<file path="src/rtl/ali_pkg.sv">
// Shared encodings for the consolidated add and logic unit.
// Assumes the decode stage drives these codes on plain two-bit ports.
package ali_pkg;

    // Operation family: arithmetic or one of the three shared gates
    typedef enum logic [1:0] {
        ALI_OP_ARITH = 2'd0,
        ALI_OP_AND   = 2'd1,
        ALI_OP_OR    = 2'd2,
        ALI_OP_XOR   = 2'd3
    } ali_op_e;

    // Adder B source
    typedef enum logic [1:0] {
        ALI_B_REG  = 2'd0,
        ALI_B_ZERO = 2'd1,
        ALI_B_ONES = 2'd2,
        ALI_B_REG2 = 2'd3
    } ali_bsrc_e;

    // Adder carry-in source
    typedef enum logic [1:0] {
        ALI_C_ZERO  = 2'd0,
        ALI_C_ONE   = 2'd1,
        ALI_C_STORE = 2'd2,
        ALI_C_ZERO2 = 2'd3
    } ali_csrc_e;

endpackage

</file>
<file path="src/rtl/ali_operand_prep.sv">
// Operand conditioning for the adder: optional inversion of A, choice of
// B among the operand and two constants, and choice of the carry-in.
// Assumes: purely combinational; codes 3 of both selects alias safe defaults.
module ali_operand_prep
    import ali_pkg::*;
#(
    parameter int WIDTH = 64
) (
    input  logic [WIDTH-1:0] a,
    input  logic [WIDTH-1:0] b,
    input  logic             inv_a,
    input  ali_bsrc_e        b_src,
    input  ali_csrc_e        c_src,
    input  logic             carry_in,
    output logic [WIDTH-1:0] a_eff,
    output logic [WIDTH-1:0] b_eff,
    output logic             c_eff
);

    // Apply the all-zeros or all-ones mask I to A
    always_comb begin
        a_eff = a ^ {WIDTH{inv_a}};
    end

    // Pick the B input of the adder
    always_comb begin
        unique case (b_src)
            ALI_B_ZERO: b_eff = '0;
            ALI_B_ONES: b_eff = '1;
            default:    b_eff = b;
        endcase
    end

    // Pick the carry-in of the adder
    always_comb begin
        unique case (c_src)
            ALI_C_ONE:   c_eff = 1'b1;
            ALI_C_STORE: c_eff = carry_in;
            default:     c_eff = 1'b0;
        endcase
    end

endmodule

</file>
<file path="src/rtl/ali_adder.sv">
// Two-segment adder. The low segment covers bits LOW_WIDTH-1..0 and its
// carry both feeds the high segment and leaves as the half-width carry.
// Assumes 0 < LOW_WIDTH < WIDTH.
module ali_adder #(
    parameter int WIDTH     = 64,
    parameter int LOW_WIDTH = 32
) (
    input  logic [WIDTH-1:0] a_eff,
    input  logic [WIDTH-1:0] b_eff,
    input  logic             c_eff,
    output logic [WIDTH-1:0] sum,
    output logic             c_hi,
    output logic             c_lo
);

    localparam int HIGH_WIDTH = WIDTH - LOW_WIDTH;

    logic [LOW_WIDTH:0]  low_sum;
    logic [HIGH_WIDTH:0] high_sum;

    // Low segment with the selected carry-in
    always_comb begin
        low_sum = {1'b0, a_eff[LOW_WIDTH-1:0]}
                + {1'b0, b_eff[LOW_WIDTH-1:0]}
                + {{LOW_WIDTH{1'b0}}, c_eff};
    end

    // High segment chained on the low carry
    always_comb begin
        high_sum = {1'b0, a_eff[WIDTH-1:LOW_WIDTH]}
                 + {1'b0, b_eff[WIDTH-1:LOW_WIDTH]}
                 + {{HIGH_WIDTH{1'b0}}, low_sum[LOW_WIDTH]};
    end

    // Join the segments and expose both carries
    always_comb begin
        sum  = {high_sum[HIGH_WIDTH-1:0], low_sum[LOW_WIDTH-1:0]};
        c_hi = high_sum[HIGH_WIDTH];
        c_lo = low_sum[LOW_WIDTH];
    end

endmodule

</file>
<file path="src/rtl/ali_logic.sv">
// Shared bitwise gate set: one AND, one OR and one XOR behind an optional
// complement of B and followed by an optional complement of the output.
// Assumes the arithmetic code selects nothing here (output forced to 0).
module ali_logic
    import ali_pkg::*;
#(
    parameter int WIDTH = 64
) (
    input  logic [WIDTH-1:0] a,
    input  logic [WIDTH-1:0] b,
    input  ali_op_e          op,
    input  logic             inv_b,
    input  logic             inv_out,
    output logic [WIDTH-1:0] y
);

    logic [WIDTH-1:0] b_cond;
    logic [WIDTH-1:0] gate_out;

    // Condition the B input
    always_comb begin
        b_cond = b ^ {WIDTH{inv_b}};
    end

    // Evaluate the selected gate bit by bit
    for (genvar i = 0; i < WIDTH; i++) begin : g_bit
        always_comb begin
            unique case (op)
                ALI_OP_AND: gate_out[i] = a[i] & b_cond[i];
                ALI_OP_OR:  gate_out[i] = a[i] | b_cond[i];
                ALI_OP_XOR: gate_out[i] = a[i] ^ b_cond[i];
                default:    gate_out[i] = 1'b0;
            endcase
        end
    end

    // Apply the output complement
    always_comb begin
        y = gate_out ^ {WIDTH{inv_out}};
    end

endmodule

</file>
<file path="src/rtl/addlogic_unit.sv">
// Consolidated add and logic unit: one adder for every add/subtract form,
// one gate set for every bitwise form, and one output register loaded on
// the input strobe. Assumes synchronous active-low reset and that the
// inputs are stable around the rising edge at which in_valid is sampled.
module addlogic_unit
    import ali_pkg::*;
#(
    parameter int WIDTH     = 64,
    parameter int LOW_WIDTH = 32
) (
    input  logic             clk,
    input  logic             rst_n,
    input  logic             in_valid,
    input  logic [1:0]       op_sel,
    input  logic             inv_a,
    input  logic [1:0]       b_src,
    input  logic [1:0]       c_src,
    input  logic             carry_in,
    input  logic             inv_b_logic,
    input  logic             inv_out,
    input  logic [WIDTH-1:0] a,
    input  logic [WIDTH-1:0] b,
    output logic             res_valid,
    output logic [WIDTH-1:0] result,
    output logic             carry_hi,
    output logic             carry_lo
);

    ali_op_e          op;
    logic [WIDTH-1:0] a_eff;
    logic [WIDTH-1:0] b_eff;
    logic             c_eff;
    logic [WIDTH-1:0] sum;
    logic             add_c_hi;
    logic             add_c_lo;
    logic [WIDTH-1:0] logic_y;
    logic             is_arith;
    logic [WIDTH-1:0] next_result;
    logic             next_c_hi;
    logic             next_c_lo;

    // Decode the operation family
    always_comb begin
        op       = ali_op_e'(op_sel);
        is_arith = (op == ALI_OP_ARITH);
    end

    ali_operand_prep #(.WIDTH(WIDTH)) u_prep (
        .a        (a),
        .b        (b),
        .inv_a    (inv_a),
        .b_src    (ali_bsrc_e'(b_src)),
        .c_src    (ali_csrc_e'(c_src)),
        .carry_in (carry_in),
        .a_eff    (a_eff),
        .b_eff    (b_eff),
        .c_eff    (c_eff)
    );

    ali_adder #(.WIDTH(WIDTH), .LOW_WIDTH(LOW_WIDTH)) u_add (
        .a_eff (a_eff),
        .b_eff (b_eff),
        .c_eff (c_eff),
        .sum   (sum),
        .c_hi  (add_c_hi),
        .c_lo  (add_c_lo)
    );

    ali_logic #(.WIDTH(WIDTH)) u_logic (
        .a       (a),
        .b       (b),
        .op      (op),
        .inv_b   (inv_b_logic),
        .inv_out (inv_out),
        .y       (logic_y)
    );

    // Select between the two paths; logic forms carry nothing out
    always_comb begin
        next_result = is_arith ? sum : logic_y;
        next_c_hi   = is_arith & add_c_hi;
        next_c_lo   = is_arith & add_c_lo;
    end

    // Output register: load on strobe, pulse the valid flag one cycle
    always_ff @(posedge clk) begin
        if (!rst_n) begin
            res_valid <= 1'b0;
            result    <= '0;
            carry_hi  <= 1'b0;
            carry_lo  <= 1'b0;
        end else begin
            res_valid <= in_valid;
            if (in_valid) begin
                result   <= next_result;
                carry_hi <= next_c_hi;
                carry_lo <= next_c_lo;
            end
        end
    end

endmodule

</file>
<file path="config.mk">
export PLATFORM = sky130hd
export DESIGN_NAME = addlogic_unit
export DESIGN_NICKNAME = d
export VERILOG_FILES = /design/src/rtl/ali_pkg.sv /design/src/rtl/ali_operand_prep.sv /design/src/rtl/ali_adder.sv /design/src/rtl/ali_logic.sv /design/src/rtl/addlogic_unit.sv
export SDC_FILE = /design/constraint.sdc
export NUM_CORES = 1
export LEC_CHECK = 0
export ABC_AREA = 1
export BUFFER_PORTS_ARGS = -buffer_cell sky130_fd_sc_hd__buf_4
export CAP_MARGIN = 20
export CORE_MARGIN = 1
export CORE_UTILIZATION = 40
export DETAILED_ROUTE_END_ITERATION = 10
export PLACE_DENSITY = 0.71
export SYNTH_ARGS = -nofsm -noshare
export SYNTH_HDL_FRONTEND = slang
export SYNTH_SLANG_ARGS = --single-unit
</file>
<file path="constraint.sdc">
create_clock -name clk -period 5.4 [get_ports clk]
set_clock_uncertainty 0.1 [all_clocks]
set_input_delay 0.54 -clock clk [delete_from_list [all_inputs] [get_ports clk]]
set_output_delay 0.54 -clock clk [all_outputs]
set_load 0.02 [all_outputs]
</file>
# Yosys cells after proc, flatten, opt, wreduce, memory -nomap -nowiden
# Cells that the tools add are included.
[word_totals]
regBits = 67
latch_bits = 0
ramBits = 0
mem_bits_ro = 0
input_bits = 141
output_inout_bits = 67
wordCells = 280
n_memories = 0
[op_classes]
add_sub_neg = 4
multipliers = 0
n_div = 0
magnitude_cmp = 0
eq_ne = 7
n_shift = 0
muxes = 67
bitwise_logic = 197
reduce_logical = 1
[op_table]
columns = ["op", "n"]
rows = [
  ["$pmux 1 s3", 64],
  ["$xor 64x64->64", 3],
  ["$pmux 64 s2", 1],
  ["$add 32x32->33", 2],
  ["$add 33x1->33", 2],
  ["$and 1x1->1", 66],
  ["$mux 64", 1],
  ["$or 1x1->1", 64],
  ["$xor 1x1->1", 64],
  ["$eq 2x2->1 const B", 4],
  ["$eq 2x1->1 const B", 3],
  ["$logic_not 2->1", 1],
  ["$pmux 1 s2", 1],
]

# Longest topological paths before layout
[logic_depth]
word_depth = 6
mapped_depth = 30
mapped_depth_nobuf = 29

# By module
# Synthesis repeated with hierarchy kept, for this count alone.
[hier_totals]
cells_unflattened = 2705
area_unflattened_um2 = 15008.1
[modules_own_cells]
columns = ["module", "instances", "cells_per_inst", "area_each_um2", "seq_area_each_um2"]
rows = [
  ["ali_logic", 1, 895, 5485.3, 0.0],
  ["ali_adder", 1, 1025, 4883.4, 0.0],
  ["addlogic_unit", 1, 562, 3360.7, 1341.3],
  ["ali_operand_prep", 1, 223, 1278.7, 0.0],
]

# Worst setup path before layout
# Ideal clock, no wire load.
[synth_timing]
path_kind = "input -> register"
startpoint = "in b_src[0]"
endpoint = "reg result[60]"
setup_ps = 70
t_arrival_ps = 4611
required_ps = 5230
setup_slack_ps = 619
path_stages = 30
path_buffers = 1
path_cell_list = "inv_1 ha_1 inv_1 nand2_1 clkbuf_1 nand2_1 fa_1 fa_1 nand2_1 o21ai_2 nand2_1 nand2_1 nand2_1 nand3_1 nand2_1 nand2_1 fa_1 fa_1 nand2_1 nand2_1 and2_1 nand2_1 nand2_1 nand2_1 nand2_1 nand2_1 nand2_1 nand2_1 nand3_1 a21oi_1"
[synth_between]
elab_chain_cells = 6
elab_cells_between_ends = 8
classes_between = "4 x add/sub; 2 x eq/ne; 2 x mux"
[synth_rtl]
columns = ["element", "line_no", "rtl"]
rows = [
  ["start: declaration", "addlogic_unit.sv:16", "input logic [1:0] b_src,"],
  ["$eq 2x2->1 / $eq 2x1->1 (equally long branches)", "ali_operand_prep.sv:27", "unique case (b_src)"],
  ["$pmux 64 s2 *", "ali_operand_prep.sv:27", ""],
  ["$add 32x32->33", "ali_adder.sv:24", "+ {1'b0, b_eff[LOW_WIDTH-1:0]}"],
  ["$add 33x1->33", "ali_adder.sv:25", "+ {{LOW_WIDTH{1'b0}}, c_eff};"],
  ["$add 33x1->33 *", "ali_adder.sv:32", "+ {{HIGH_WIDTH{1'b0}}, low_sum[LOW_WIDTH]};"],
  ["$mux 64 *", "addlogic_unit.sv:80", "next_result = is_arith ? sum : logic_y;"],
  ["end signal: assignment", "addlogic_unit.sv:95", "result <= next_result;"],
  ["end: declaration", "addlogic_unit.sv:24", "output logic [WIDTH-1:0] result,"],
]
# Mark *: on every way between the ends. The rest lies on a longest branch, timed or not.
# A chain may end at the register's enable or synchronous reset.

# Worst setup path after layout
[layout_timing]
startpoint = "in b_src[1]"
endpoint = "reg result[60]"
# Same word-level chain as after synthesis.

==> impl_metrics.toml <==
[floorplanning]
core-area_um2 = 30900
row_count = 64
initial_core_util_pct = 41.1
die_w_um = 180
ios = 208
dieArea_um2 = 32500
die_h_um = 180

[worst_setup_path]
cp_slowest_cell = "fa_1"
critPathMaxFanout = 5
critPathMaxStageDelay_ns = 0.49
cp_common_cell = "nand2_1"
crit_type = "input pin to flip-flop"
end_kind = "flip-flop"
start_kind = "input pin"
worstPathRequired_ns = 5.59
cp.arrival_ns = 4.84

[cts]
clkSinkCount = 67
cts_tree = "yes"
insertion_delay_ns = 0.36
clock_path_buffers = 2
cts_root_buf = "clkbuf_16"
hold_buffers = 0
path_clk_slew_ns = 0.07
cts_max_level = 3
cts_resized = 0
cts_buffers = 9
cts_setup_buffers = 0

[grt]
grt.total_usage_pct = 28.1
grt_antenna_before_repair = 0
globalRouteOverflowTotal = 0
grt_max_degree = 65
grt_pass1_vias = 13400
grt_pass1_wl_um = 72800

[timing]
hold_viol = 0
layout_min_cycle_time_ns = 4.65
min_period_over_period_pct = 86.0
rsz0062_at_grt = "false"
fin_tns_setup_ns = 0
fmax_mhz = 215
final-setup-viol-count = 0
slew_viol_final = 0
relSlewSlack_pct = 33.3
tightest_slew_ns = 1.00

[route]
avgRoutedWirePerCell_um = 17.5
drtAntennaViolNets = 0
drtPass1Iterations = 6
wl_um = 45900
viasPerCell = 5.35
route.detailed.drc = 0
vias = 14100
drt_iter0_drc = 1145

[finish]
area_growth_pct = 16.4
nets = 2565
diodes = 0
fin_util_pct = 47.8
fill_cells = 3310
drive_gt1_share_pct = 12.4

[yosys]
ys_seq_elements = 67
syn-cell-area_um2 = 12700
syn-mean-instance-area_um2 = 6.11
synthesis.nets = 2417
syn_inst = 2079
post_synth_num_cell_types = 45
ys_warn_count = 0
seq_area_frac_synth_pct = 10.6

[job]
maxCapViolations = 0

[power]
ir_drop_mv = 0.156
powerDensity_nw_per_um2 = 210
p_leak_nw = 8.14

[run_status]
outcome = "finished, final reports clean"

[placed_design]
placement.io_buffers = 207
hpwl_um = 34000
gp_congestion = 0.929

[worst_hold_path]
min_path_type = "flip-flop to flip-flop"
[cell usage after synthesis, drive strengths merged]
library cell	n	area share, %
ha	193	19
nor2	90	2.7
a211oi	1	0.059
nor3	15	0.59
xnor2	64	4.4
o21bai	6	0.35
xor2	112	7.7
nor4	1	0.049
buf	43	2.2
o21a	2	0.12
nand3b	10	0.59
o221ai	2	0.14
o21ai	163	6.5
dfxtp	67	11
a21o	3	0.18
o211ai	46	3.4
inv	300	8.9
a21oi	183	7.3
or2	11	0.54
fa	4	0.63
and2	1	0.049
nand3	78	3.1
clkbuf	45	1.3
a31oi	15	0.74
nor3b	1	0.059
nand4	6	0.30
nand2	617	18
[power by group]
| part | internal (mW) | switching [mW] | total [mW] | leakage, nW |
|---|---|---|---|---|
| Clock | 0.409 | 0.296 | 0.705 | 0.152 |
| Sequential | 0.543 | 0.0365 | 0.579 | 0.556 |
| Combinational | 0.656 | 1.16 | 1.81 | 7.43 |
| Total | 1.61 | 1.49 | 3.10 | 8.14 |
[stage by stage]
step           setup slack (ns)  cells  total power [mW]  hold slack (ns)  area (µm²)
6_report                  0.754   2628              3.10            0.384       14800
3_5_place_dp              0.415   2612              2.37            0.368       14400
2_1_floorplan             0.619   2079              1.81            0.445       12700
5_1_grt                   0.371   2628              3.33            0.405       14800
3_3_place_gp              0.480   2612              2.33            0.363       14400
4_1_cts                   0.776   2628              3.08            0.378       14800
[per-layer routing]
metal / track usage, % / routed length (µm) / up-vias
met5: 0 / 0 / -
met4: 8.10 / 1020 / 0
met3: 2.81 / 2890 / 67
met2: 46.4 / 20700 / 530
met1: 38.5 / 21200 / 6514
li1: - / - / 6939
[cells by family after synthesis]
kind of cell | after synthesis | share of synthesized area (%)
AO/OA/AOI/OAI | 421 | 18.8
XOR/XNOR | 176 | 12.1
adder cells (fa/ha/maj) | 197 | 19.7
buffers and inverters | 388 | 12.5
flip-flops | 67 | 10.6
AND/OR/NAND/NOR | 830 | 26.3
[path summary, 6_finish.rpt]
| check | startpoint | slack, ns | depth (start not counted) | to |
|---|---|---|---|---|
| worst max-delay path | b_src[1] | 0.75 | 29 | result[60] |
| worst min-delay path | result[0] | 0.38 | 2 | result[0] |
| worst max register to register | result[42] | 4.53 | 2 | result[42] |
| worst min register to register | result[0] | 0.38 | 2 | result[0] |
[area by class of cell]
type / instances / area [µm²] / share of cell area [%]
inverters: 300 / 1130 / 7.64
repair buffers: 225 / 1700 / 11.5
multi-input cells: 1624 / 9780 / 66.2
flip-flops and latches: 67 / 1340 / 9.08
well taps: 396 / 495 / 3.35
clock buffers: 9 / 225 / 1.52
clock inverters: 7 / 101 / 0.686
[state kept, by name, summed over array words and instances, names as in the netlist]
| signal | cells |
|---|---|
| res_valid | 1 |
| result | 64 |
| carry_lo | 1 |
| carry_hi | 1 |
[layout by cell type, fill, tap and decap left out, types with 3 or more instances in the layout]
cell type / n
xnor2_1: 64
a31oi_1: 15
a21o_1: 3
nor3_1: 15
o21ai_0: 148
o211ai_1: 29
dfxtp_1: 67
a21oi_1: 179
o21ai_1: 12
nor2_1: 88
nand2_1: 613
nand4_1: 6
xor2_1: 112
o211ai_2: 17
a21oi_2: 4
ha_1: 192
nand3b_1: 10
clkbuf_16: 9
nand3_1: 78
fa_1: 4
nand2_2: 3
o21bai_1: 6
o21ai_2: 3
inv_1: 296
or2_1: 8
buf_4: 224
[critical path, delay by kind of cell]
kind                       cells  cell delay, ns
buffers and inverters          2            0.17
AOI/OAI and AO/OA              2            0.24
adders and majority gates      5            2.14
and+or+nand+nor               20            1.74
Power figures use the tool's default switching activity.
